--- src/rtl/ipa_pkg.sv ---
package ipa_pkg;

    localparam int ADDR_W    = 12;
    localparam int DATA_W    = 32;
    localparam int MAX_CTX   = 16;
    localparam int MAX_WORDS = 16;

    // address page selectors (word addresses)
    localparam logic [3:0] PAGE_PRIO = 4'h0;
    localparam logic [3:0] PAGE_PEND = 4'h1;
    localparam logic [2:0] BANK_EN   = 3'd1;
    localparam logic [2:0] BANK_CTX  = 3'd2;

    typedef enum logic [2:0] {
        SEL_NONE,
        SEL_PRIO,
        SEL_PEND,
        SEL_EN,
        SEL_THR,
        SEL_CLAIM
    } sel_e;

endpackage

--- src/rtl/ipa_gateway.sv ---
module ipa_gateway #(
    parameter int NUM_SRC = 40,
    parameter int ID_W    = 6
) (
    input  logic               clk,
    input  logic               rst_n,
    input  logic [NUM_SRC-1:0] src,
    input  logic               claim_fire,
    input  logic [ID_W-1:0]    claim_id,
    input  logic               done_fire,
    input  logic [ID_W-1:0]    done_id,
    output logic [NUM_SRC-1:0] pend
);

    typedef struct packed {
        logic [NUM_SRC-1:0] pend;
        logic [NUM_SRC-1:0] held;
    } gw_t;

    gw_t gw_d, gw_q;

    always_comb begin
        gw_d = gw_q;
        for (int i = 0; i < NUM_SRC; i++) begin
            logic hit_claim;
            logic hit_done;
            hit_claim = claim_fire && (int'(claim_id) == i) && (i != 0);
            hit_done  = done_fire && (int'(done_id) == i);
            if (hit_claim) begin
                gw_d.pend[i] = 1'b0;
                gw_d.held[i] = 1'b1;
            end else if (hit_done) begin
                gw_d.held[i] = 1'b0;
            end
            if ((i != 0) && src[i] && !hit_claim && !gw_d.held[i])
                gw_d.pend[i] = 1'b1;
            if (i == 0) begin
                gw_d.pend[i] = 1'b0;
                gw_d.held[i] = 1'b0;
            end
        end
    end

    always_ff @(posedge clk) begin
        if (!rst_n) gw_q <= '0;
        else        gw_q <= gw_d;
    end

    assign pend = gw_q.pend;

    for (genvar g = 1; g < NUM_SRC; g++) begin : g_chk
        // a held source is never pending
        p_held_blocks_r7: assert property (@(posedge clk) disable iff (!rst_n)
            gw_q.held[g] |-> !gw_q.pend[g]);
        // pending is sticky until that source is claimed
        p_pend_sticky_r2: assert property (@(posedge clk) disable iff (!rst_n)
            (gw_q.pend[g] && !(claim_fire && int'(claim_id) == g)) |=> gw_q.pend[g]);
    end

endmodule

--- src/rtl/ipa_winner.sv ---
module ipa_winner #(
    parameter int NUM_SRC = 40,
    parameter int PRIO_W  = 3,
    parameter int ID_W    = 6
) (
    input  logic [NUM_SRC-1:0]             pend,
    input  logic [NUM_SRC-1:0]             en,
    input  logic [NUM_SRC-1:0][PRIO_W-1:0] prio,
    output logic [ID_W-1:0]                win_id,
    output logic [PRIO_W-1:0]              win_prio
);

    // Linear scan: strict comparison keeps the lowest ID on a tie,
    // and a zero start value excludes priority-0 sources.
    always_comb begin
        win_id   = '0;
        win_prio = '0;
        for (int i = 0; i < NUM_SRC; i++) begin
            if ((i != 0) && pend[i] && en[i] && (prio[i] > win_prio)) begin
                win_prio = prio[i];
                win_id   = ID_W'(i);
            end
        end
    end

endmodule

--- src/rtl/ipa_route.sv ---
module ipa_route #(
    parameter int                 NCTX         = 3,
    parameter int                 NUM_HART     = 2,
    parameter int                 LEGACY_HARTS = 0,
    parameter logic [16*8-1:0]    HART_TBL     = '0,
    parameter logic [15:0]        SMODE        = '0
) (
    input  logic [NCTX-1:0]     line,
    output logic [NUM_HART-1:0] mei,
    output logic [NUM_HART-1:0] sei
);

    if (LEGACY_HARTS > 0) begin : g_pairs
        always_comb begin
            mei = '0;
            sei = '0;
            for (int c = 0; c < NCTX; c++) begin
                if ((c / 2) < NUM_HART) begin
                    if ((c % 2) == 1) sei[c / 2] = sei[c / 2] | line[c];
                    else              mei[c / 2] = mei[c / 2] | line[c];
                end
            end
        end
    end else begin : g_table
        always_comb begin
            mei = '0;
            sei = '0;
            for (int c = 0; c < NCTX; c++) begin
                int h;
                h = int'(HART_TBL[8*c +: 8]);
                if (h < NUM_HART) begin
                    if (SMODE[c]) sei[h] = sei[h] | line[c];
                    else          mei[h] = mei[h] | line[c];
                end
            end
        end
    end

endmodule

--- src/rtl/irq_prio_arbiter.sv ---
module irq_prio_arbiter
    import ipa_pkg::*;
#(
    parameter int              NUM_SRC      = 40,
    parameter int              PRIO_W       = 3,
    parameter int              NUM_HART     = 2,
    parameter int              NUM_CTX      = 3,
    parameter logic [16*8-1:0] CTX_HART_TBL = 128'h01_01_00,
    parameter logic [15:0]     CTX_SMODE    = 16'h0004,
    parameter bit              TABLE_GIVEN  = 1'b1,
    parameter int              LEGACY_HARTS = 0,
    localparam int             NCTX         = (LEGACY_HARTS > 0) ? 2 * LEGACY_HARTS : NUM_CTX
) (
    input  logic                clk,
    input  logic                rst_n,
    input  logic [NUM_SRC-1:0]  src_irq,
    input  logic                bus_we,
    input  logic                bus_re,
    input  logic [ADDR_W-1:0]   bus_addr,
    input  logic [DATA_W-1:0]   bus_wdata,
    output logic [DATA_W-1:0]   bus_rdata,
    output logic [NCTX-1:0]     ctx_line,
    output logic [NUM_HART-1:0] hart_mei,
    output logic [NUM_HART-1:0] hart_sei
);

    localparam int NWORDS = (NUM_SRC + 31) / 32;
    localparam int ID_W   = (NUM_SRC > 1) ? $clog2(NUM_SRC) : 1;

    // configuration sanity: exactly one context source
    if (TABLE_GIVEN && LEGACY_HARTS != 0) begin : g_cfg_both
        $error("irq_prio_arbiter: legacy hart count and context table both set");
    end
    if (!TABLE_GIVEN && LEGACY_HARTS == 0) begin : g_cfg_none
        $error("irq_prio_arbiter: no context layout selected");
    end
    if (NCTX > MAX_CTX || NWORDS > MAX_WORDS) begin : g_cfg_size
        $error("irq_prio_arbiter: context or source count exceeds address map");
    end

    typedef struct packed {
        logic [NUM_SRC-1:0][PRIO_W-1:0] prio;
        logic [NCTX-1:0][NUM_SRC-1:0]   en;
        logic [NCTX-1:0][PRIO_W-1:0]    thr;
        logic [NCTX-1:0]                line;
    } state_t;

    state_t st_d, st_q;

    logic [NUM_SRC-1:0]           pend;
    logic [NCTX-1:0][ID_W-1:0]    win_id;
    logic [NCTX-1:0][PRIO_W-1:0]  win_prio;

    sel_e            sel;
    int              src_idx;
    int              word_idx;
    int              en_ctx;
    int              en_word;
    int              cx;
    logic            claim_fire;
    logic [ID_W-1:0] claim_id;
    logic            done_fire;
    logic [ID_W-1:0] done_id;

    // ---------------- address decode ----------------
    always_comb begin
        src_idx  = int'(bus_addr[7:0]);
        word_idx = int'(bus_addr[7:0]);
        en_ctx   = int'(bus_addr[8:4]);
        en_word  = int'(bus_addr[3:0]);
        cx       = int'(bus_addr[8:1]);
        sel      = SEL_NONE;
        if (bus_addr[11:8] == PAGE_PRIO && src_idx < NUM_SRC)
            sel = SEL_PRIO;
        else if (bus_addr[11:8] == PAGE_PEND && word_idx < NWORDS)
            sel = SEL_PEND;
        else if (bus_addr[11:9] == BANK_EN && en_ctx < NCTX && en_word < NWORDS)
            sel = SEL_EN;
        else if (bus_addr[11:9] == BANK_CTX && cx < NCTX)
            sel = bus_addr[0] ? SEL_CLAIM : SEL_THR;
    end

    // ---------------- claim / complete strobes ----------------
    always_comb begin
        claim_fire = bus_re && (sel == SEL_CLAIM);
        claim_id   = (sel == SEL_CLAIM) ? win_id[cx] : '0;
        done_fire  = bus_we && (sel == SEL_CLAIM) &&
                     (bus_wdata < 32'(NUM_SRC)) && (bus_wdata != '0);
        done_id    = bus_wdata[ID_W-1:0];
    end

    // ---------------- next state ----------------
    always_comb begin
        st_d = st_q;
        if (bus_we) begin
            case (sel)
                SEL_PRIO: begin
                    if (src_idx != 0)
                        st_d.prio[src_idx] = bus_wdata[PRIO_W-1:0];
                end
                SEL_EN: begin
                    for (int b = 0; b < 32; b++) begin
                        if (en_word * 32 + b < NUM_SRC)
                            st_d.en[en_ctx][en_word * 32 + b] = bus_wdata[b];
                    end
                end
                SEL_THR: st_d.thr[cx] = bus_wdata[PRIO_W-1:0];
                default: ;
            endcase
        end
        for (int c = 0; c < NCTX; c++)
            st_d.line[c] = win_prio[c] > st_q.thr[c];
    end

    always_ff @(posedge clk) begin
        if (!rst_n) st_q <= '0;
        else        st_q <= st_d;
    end

    // ---------------- read mux ----------------
    always_comb begin
        bus_rdata = '0;
        case (sel)
            SEL_PRIO: bus_rdata = 32'(st_q.prio[src_idx]);
            SEL_PEND: begin
                for (int b = 0; b < 32; b++)
                    if (word_idx * 32 + b < NUM_SRC)
                        bus_rdata[b] = pend[word_idx * 32 + b];
            end
            SEL_EN: begin
                for (int b = 0; b < 32; b++)
                    if (en_word * 32 + b < NUM_SRC)
                        bus_rdata[b] = st_q.en[en_ctx][en_word * 32 + b];
            end
            SEL_THR:   bus_rdata = 32'(st_q.thr[cx]);
            SEL_CLAIM: bus_rdata = 32'(win_id[cx]);
            default:   bus_rdata = '0;
        endcase
    end

    // ---------------- submodules ----------------
    ipa_gateway #(.NUM_SRC(NUM_SRC), .ID_W(ID_W)) u_gate (
        .clk        (clk),
        .rst_n      (rst_n),
        .src        (src_irq),
        .claim_fire (claim_fire),
        .claim_id   (claim_id),
        .done_fire  (done_fire),
        .done_id    (done_id),
        .pend       (pend)
    );

    for (genvar c = 0; c < NCTX; c++) begin : g_ctx
        ipa_winner #(.NUM_SRC(NUM_SRC), .PRIO_W(PRIO_W), .ID_W(ID_W)) u_win (
            .pend     (pend),
            .en       (st_q.en[c]),
            .prio     (st_q.prio),
            .win_id   (win_id[c]),
            .win_prio (win_prio[c])
        );

        // a reported winner is pending, enabled here and carries its priority
        p_winner_valid_r4: assert property (@(posedge clk) disable iff (!rst_n)
            (win_id[c] != '0) |-> (pend[win_id[c]] && st_q.en[c][win_id[c]] &&
                                   st_q.prio[win_id[c]] == win_prio[c] &&
                                   win_prio[c] != '0));
        // a raised line always had a winner one cycle earlier
        p_line_has_winner_r5: assert property (@(posedge clk) disable iff (!rst_n)
            st_q.line[c] |-> ($past(win_id[c]) != '0));
    end

    ipa_route #(
        .NCTX         (NCTX),
        .NUM_HART     (NUM_HART),
        .LEGACY_HARTS (LEGACY_HARTS),
        .HART_TBL     (CTX_HART_TBL),
        .SMODE        (CTX_SMODE)
    ) u_route (
        .line (st_q.line),
        .mei  (hart_mei),
        .sei  (hart_sei)
    );

    assign ctx_line = st_q.line;

    // a nonzero claim clears the claimed pending bit at that edge
    p_claim_clears_r7: assert property (@(posedge clk) disable iff (!rst_n)
        (claim_fire && claim_id != '0) |=> !pend[$past(claim_id)]);

endmodule

--- config.mk ---
export PLATFORM = sky130hd
export DESIGN_NAME = irq_prio_arbiter
export DESIGN_NICKNAME = d
export VERILOG_FILES = /design/src/rtl/ipa_pkg.sv /design/src/rtl/ipa_gateway.sv /design/src/rtl/ipa_winner.sv /design/src/rtl/ipa_route.sv /design/src/rtl/irq_prio_arbiter.sv
export SDC_FILE = /design/constraint.sdc
export NUM_CORES = 2
export LEC_CHECK = 0
export BUFFER_PORTS_ARGS = -buffer_cell sky130_fd_sc_hd__buf_2
export CORE_ASPECT_RATIO = 0.6
export CORE_MARGIN = 4
export CORE_UTILIZATION = 30
export CTS_BUF_LIST = sky130_fd_sc_hd__clkbuf_4
export CTS_CLUSTER_DIAMETER = 100
export CTS_CLUSTER_SIZE = 16
export DETAILED_ROUTE_END_ITERATION = 8
export PLACE_DENSITY = 0.55
export SYNTH_ARGS = -nofsm -noshare
export SYNTH_HDL_FRONTEND = slang
export SYNTH_SLANG_ARGS = --single-unit
--- constraint.sdc ---
create_clock -name clk -period 150.8 [get_ports clk]
set_clock_uncertainty 0.1 [all_clocks]
set_input_delay 45.24 -clock clk [delete_from_list [all_inputs] [get_ports clk]]
set_output_delay 45.24 -clock clk [all_outputs]
set_load 0.02 [all_outputs]
; After elaboration in Yosys (flattened, before gate mapping)
; Index checks and enable logic that the tools add are counted.
[word_totals]
input_bits = 88
output_inout_bits = 39
regBits = 331
wordCells = 2002
[classes]
n_eq_ne = 86
order_cmp = 290
muxes = 919
reduce_logical = 557
n_addsub = 62
[op_table]
columns = cell, count
row1 = $mux W120, 94
row2 = $bwmux W120, 33
row3 = $demux W40 S2, 32
row4 = $lt A32 B7 Y1 const B, 62
row5 = $mux W40, 32
row6 = $ge A32 B1 Y1 const B, 31
row7 = $mux W6, 116
row8 = $logic_and A1 B1 Y1, 434
row9 = $lt A14 B7 Y1 const B, 31
row10 = $mux W1, 384
row11 = $mux W3, 125
row12 = $bmux W1 S6, 62
row13 = $gt A3 B3 Y1, 117
row14 = $lt A10 B7 Y1 const B, 31
row15 = $eq A6 B6 Y1 const B, 48
row16 = $add A13 B5 Y14 const B, 16
row17 = $demux W1 S6, 31
row18 = $add A9 B5 Y10 const B, 16
row19 = $pmux W32 S5, 1
row20 = $add A13 B4 Y14 const B, 8
row21 = $eq A6 B5 Y1 const B, 16
row22 = $add A9 B4 Y10 const B, 8
row23 = $bmux W40 S2, 1
row24 = $logic_not A1 Y1, 78
row25 = 42 further kinds, 107

; Logic depth before layout (Yosys ltp)
[logic_depth]
depth_word = 132
depth_mapped = 278
depth_no_buf = 274

; Modules after synthesis
; From an unflattened synthesis, not the netlist that was laid out.
[hier_totals]
cells_unflattened = 4668
hier_area_um2 = 33809.9
[modules_own_cells]
columns = module, cells_each, instances, area_per_inst_um2
row1 = irq_prio_arbiter, 1552, 1, 12819.8
row2 = ipa_winner (g_ctx[0].u_win ...), 901, 2, 5713.0
row3 = ipa_winner (g_ctx[2].u_win), 878, 1, 5567.8
row4 = ipa_gateway, 431, 1, 3962.6
row5 = ipa_route, 5, 1, 33.8

; Least setup slack after synthesis
; No wires, ideal clock.
[synth_path]
path_kind = register -> output
from = reg u_gate.gw_q, in the netlist u_gate.pend[1]
to = out bus_rdata[0]
t_arrival_ps = 48876
slack_ps = 56584
n_path_buf = 4
stages_incl_launch_ff = 266
path_cell_list = dfxtp_1 buf_2 and3_1 ha_1 a31oi_1 and2_1 buf_4 mux2_2 ha_1 nand2_1 nor2_1 a211o_1 nor2_1 a21oi_1 ha_1 nor2_1 o31a_1 a221oi_1 [... 230 more ...] ha_1 nor2b_1 o21a_1 o2111ai_1 clkbuf_1 o21ai_0 ha_1 nor2b_1 o21ai_0 nand2b_1 and4_1 clkbuf_1 nor3_1 a21oi_1 o221a_2 and3_1 o41ai_2 o2111ai_1
[synth_via]
elab_chain_len = 120
word_cells_on_any_way = 468
cone_classes = order compare: 114 / mux: 234 / reduce/logical: 120
[synth_rtl]
columns = item, line
row1 = start: declaration, ipa_gateway.sv:20  ; gw_t gw_d, gw_q;
row2 = start signal: assignment, ipa_gateway.sv:46  ; else gw_q <= gw_d;
row3 = $logic_and A1 B1 Y1 (2 in a row), ipa_winner.sv:19  ; if ((i != 0) && pend[i] && en[i] && (prio[i] > win_prio)) begin
row4 = $mux W3, ipa_winner.sv:19
row5 = $gt A3 B3 Y1, ipa_winner.sv:19
row6 = $logic_and A1 B1 Y1, ipa_winner.sv:19
row7 = $mux W3, ipa_winner.sv:19
row8 = $gt A3 B3 Y1, ipa_winner.sv:19
row9 = $logic_and A1 B1 Y1, ipa_winner.sv:19
row10 = $mux W3, ipa_winner.sv:19
row11 = [... 103 more ...], -
row12 = $logic_and A1 B1 Y1, ipa_winner.sv:19
row13 = $mux W3, ipa_winner.sv:19
row14 = $gt A3 B3 Y1, ipa_winner.sv:19
row15 = $logic_and A1 B1 Y1, ipa_winner.sv:19
row16 = $mux W6, ipa_winner.sv:19
row17 = $bmux W6 S2 (*), irq_prio_arbiter.sv:136  ; SEL_CLAIM: bus_rdata = 32'(win_id[cx]);
row18 = $mux W6 (not written as such) (*), irq_prio_arbiter.sv:136
row19 = $pmux W32 S5 (*), irq_prio_arbiter.sv:123  ; case (sel)
row20 = end: declaration, irq_prio_arbiter.sv:21  ; output logic [DATA_W-1:0] bus_rdata,
; Every way passes the cells marked *; elsewhere a longest branch is shown, timed or not. The select of a mux whose other input is x is not followed.

; Worst setup path in the final report
; Ends and elaborated chain as after synthesis.

==> metrics.txt <==
# TYPE chip_impl_metric gauge
chip_impl_info{name="result_of_the_run",value="complete, no violations"} 1
chip_impl_metric{name="antenna_found_initial",unit=""} 13
chip_impl_metric{name="core",unit="mm²"} 0.106
chip_impl_metric{name="layout-area-overhead-vs-synth",unit="%"} 5.90
chip_impl_metric{name="setup.reg_to_reg.worst_slack",unit="ps"} 89100
chip_impl_metric{name="initial_core_util",unit="%"} 30.4
chip_impl_metric{name="clk_latency",unit="ps"} 970
chip_impl_info{name="critical_path.startpoint_type",value="flop"} 1
chip_impl_metric{name="worst-endpoint-arrival",unit="ps"} 61400
chip_impl_metric{name="finalWeightedCongestion",unit=""} 1.01
chip_impl_metric{name="crit_fanout",unit=""} 14
chip_impl_metric{name="vias",unit=""} 37900
chip_impl_metric{name="synthesis.instances",unit=""} 4656
chip_impl_metric{name="drtIter0Drc",unit=""} 5984
chip_impl_metric{name="die_height",unit="µm"} 261
chip_impl_info{name="critical_path.reg2reg.endpoint",value="u_gate.gw_q[10]$_SDFF_PN0_"} 1
chip_impl_metric{name="layout_min_cycle_time",unit="ps"} 106740
chip_impl_metric{name="reg2reg_depth",unit=""} 260
chip_impl_metric{name="timing.final.max_slew_violations",unit=""} 0
chip_impl_metric{name="fin_hold_ws",unit="ps"} 366
chip_impl_metric{name="clock_buffer_count_from_cts",unit=""} 25
chip_impl_metric{name="final-setup-viol-count",unit=""} 0
chip_impl_metric{name="grt_max_degree",unit=""} 118
chip_impl_metric{name="detail_route.first_pass.iterations",unit=""} 6
chip_impl_metric{name="clock_pin_slew_worst_setup_and_hold_paths",unit="ps"} 180
chip_impl_metric{name="stdcell_area",unit="mm²"} 0.0340
chip_impl_info{name="worst_setup_path_end_kind",value="output port"} 1
chip_impl_metric{name="min_delay_path_depth",unit=""} 2
chip_impl_metric{name="yosys.area.top_type_share",unit="%"} 20.6
chip_impl_metric{name="grt.total_usage",unit="%"} 26.6
chip_impl_metric{name="asyncSetResetFlopFracSynth",unit="%"} 0
chip_impl_metric{name="synth.ff_latch_count",unit=""} 330
chip_impl_metric{name="hold_violations",unit=""} 0
chip_impl_info{name="ys_top_cells_by_area",value="sky130_fd_sc_hd__dfxtp_1 21%, sky130_fd_sc_hd__nand2_1 8.3%, sky130_fd_sc_hd__a21oi_1 7.1%"} 1
chip_impl_info{name="worstHoldPathType",value="reg2reg"} 1
chip_impl_info{name="timing.setup.critical_path_class",value="reg2out"} 1
chip_impl_info{name="synth.most_common_cell",value="sky130_fd_sc_hd__nand2_1"} 1
chip_impl_metric{name="fmax",unit="MHz"} 9.37
chip_impl_info{name="timing.critical_path.mode_cell",value="sky130_fd_sc_hd__nor2_1"} 1
chip_impl_metric{name="power.ir.vdd_worst",unit="µV"} 6.91
chip_impl_metric{name="first_pass_grt_wire_length",unit="µm"} 226000
chip_impl_info{name="post_synth_most_frequent_cells",value="709 x sky130_fd_sc_hd__nand2_1, 487 x sky130_fd_sc_hd__nor2_1, 455 x sky130_fd_sc_hd__a21oi_1"} 1
chip_impl_metric{name="finish.net_count",unit=""} 4805
chip_impl_metric{name="port-buffer-count",unit=""} 124
chip_impl_metric{name="timing.max_slew.rel_slack",unit="%"} 3.98
chip_impl_metric{name="cts_repair_resized_insts",unit=""} 0
chip_impl_metric{name="routed_wire_length_per_instance",unit="µm"} 26.3
chip_impl_metric{name="synth-edff-count",unit=""} 0
chip_impl_metric{name="dp_hpwl",unit="µm"} 124000
chip_impl_metric{name="total_negative_slack_for_setup_checks",unit="ps"} 0
chip_impl_metric{name="finalCritPeriodShare",unit="%"} 70.8
chip_impl_info{name="hold_endpoint",value="st_q[12]$_SDFFE_PN0P_"} 1
chip_impl_metric{name="longest_clk_path_bufs",unit=""} 3
chip_impl_metric{name="power_density",unit="mW/mm²"} 4.39
chip_impl_metric{name="yosys_warnings",unit=""} 0
chip_impl_info{name="root_buffer",value="sky130_fd_sc_hd__clkbuf_4"} 1
chip_impl_metric{name="worst_slew_pin_slew",unit="ps"} 1430
chip_impl_metric{name="pin_count",unit=""} 127
chip_impl_metric{name="avg_synthesized_cell_area",unit="µm²"} 6.89
chip_impl_info{name="crit_slowest_cell",value="sky130_fd_sc_hd__o2111ai_1"} 1
chip_impl_metric{name="route.detailed.vias_per_inst",unit=""} 6.32
chip_impl_metric{name="post_synth_num_cell_types",unit=""} 131
chip_impl_metric{name="required",unit="ps"} 105460
chip_impl_metric{name="syn-num-nets",unit=""} 4886
chip_impl_info{name="cts_tree",value="yes"} 1
chip_impl_metric{name="remaining_drc_errors",unit=""} 0
chip_impl_metric{name="overflow",unit=""} 0
chip_impl_info{name="rsz_0062_raised_after_global_routing",value="no"} 1
chip_impl_metric{name="die_width",unit="µm"} 430
chip_impl_metric{name="routed_wl",unit="µm"} 158000
chip_impl_info{name="worstHoldStart",value="st_q[12]$_SDFFE_PN0P_"} 1
chip_impl_metric{name="synth_sequential_area_ratio",unit="%"} 20.6
chip_impl_info{name="synth-main-ff-cell",value="sky130_fd_sc_hd__dfxtp_1"} 1
chip_impl_metric{name="first_global_vias",unit=""} 32100
chip_impl_metric{name="cts_max_level",unit=""} 1
chip_impl_metric{name="drv.max_cap_violation_count",unit=""} 0
chip_impl_info{name="rr_startpoint",value="u_gate.pend[1]$_SDFFE_PN0P_"} 1
chip_impl_metric{name="leakage",unit="nW"} 12.6
chip_impl_metric{name="ant_nets",unit=""} 0
chip_impl_metric{name="placement.cell_area",unit="mm²"} 0.0337
chip_impl_metric{name="placement_rows",unit=""} 92
chip_impl_metric{name="post_cts_buffers",unit=""} 0
chip_impl_metric{name="die-area",unit="mm²"} 0.112
chip_impl_metric{name="drive_above_1_share",unit="%"} 8.67
chip_impl_info{name="synth_top_cell_by_area",value="sky130_fd_sc_hd__dfxtp_1"} 1
chip_impl_metric{name="hold_fix_buffers_at_cts",unit=""} 0
chip_impl_metric{name="cp_slowest_stage_delay",unit="ps"} 790
chip_impl_metric{name="synthesis.area",unit="mm²"} 0.0321
chip_impl_metric{name="clock_sinks",unit=""} 330
[layout make-up]
type / count / area (µm²)
Timing Repair Buffer: 183 / 1070
Inverter: 131 / 499
Multi-Input combinational cell: 3904 / 23800
Clock buffer: 26 / 195
Antenna cell: 6 / 15.0
Clock inverter: 5 / 37.5
Sequential cell: 330 / 6610
Fill cell: 11500 / 71600
Tap cell: 1410 / 1760
[per-layer routing]
layer | track usage [%] | share of wire, % | up-vias
met4 | 5.70 | 2.7 | 2
met2 | 32.9 | 35 | 2568
li1 | - | - | 17000
met3 | 9.44 | 16 | 226
met5 | 0 | 0.0082 | -
met1 | 42.0 | 47 | 18100
[worst max-delay path by stage]
stage | from | endpoint | slack [ps] | cells after the start
after global routing | u_gate.pend[1]$_SDFFE_PN0P_ | bus_rdata[0] | 39980 | 262
after floorplan | u_gate.pend[1]$_SDFFE_PN0P_ | bus_rdata[0] | 56580 | 265
after global placement | u_gate.pend[1]$_SDFFE_PN0P_ | bus_rdata[0] | 47440 | 260
after CTS | u_gate.pend[1]$_SDFFE_PN0P_ | bus_rdata[0] | 45520 | 261
final | u_gate.pend[1]$_SDFFE_PN0P_ | bus_rdata[0] | 44060 | 259
after detailed placement | u_gate.pend[1]$_SDFFE_PN0P_ | bus_rdata[0] | 46720 | 261
[registers in the layout, summed over array words and instances (netlist names)]
register and flops:
st_q 249, u_gate.gw_q 39, u_gate.pend 39, ctx_line 3
[report_power, final]
part	total [W]	switching [W]	internal [W]
Clock	0.0000432	0.0000348	0.00000838
Sequential	0.0000909	0.00000280	0.0000881
Combinational	0.0000150	0.0000115	0.00000345
Total	0.000149	0.0000492	0.0000999
[through the flow]
stage	util [%]	power (W)	setup WS, ps	std cells
after CTS	32.2	0.000148	45520	5989
after floorplan	-	0.0000979	56580	4656
final	32.2	0.000149	44060	5995
after detailed placement	31.9	0.000106	46720	5958
after global placement	31.9	0.000106	47440	5958
after global routing	32.2	0.000152	39980	5991
[kinds of logic after synthesis]
logic type,Yosys count,synth area share (%)
simple gates,1997,29.2
compound gates,1554,32.2
buf+inv,422,5.38
flops,330,20.6
fa+ha+maj,181,6.76
mux,169,5.81
xor+xnor,2,0.0546
other cells,1,0.0117
[cells in the final DEF, fill, tap and decap left out, types with 122 or more instances in the layout]
cell type and instances:
sky130_fd_sc_hd__buf_2 123, sky130_fd_sc_hd__nor2_1 485, sky130_fd_sc_hd__a21oi_1 455, sky130_fd_sc_hd__nand2_1 709, sky130_fd_sc_hd__mux2i_1 122, sky130_fd_sc_hd__inv_1 128
sky130_fd_sc_hd__o21ai_0 317, sky130_fd_sc_hd__dfxtp_1 330, sky130_fd_sc_hd__nand3_1 211, sky130_fd_sc_hd__ha_1 142
[critical path, delay by kind of cell (launching register included)]
kind	cells	cell delay (ps)
mux	10	3410
fa+ha+maj	40	11270
buf+inv	7	890
flops	1	710
simple gates	93	16390
compound gates	109	27730
No activity file was read; power rests on OpenSTA's default activity.
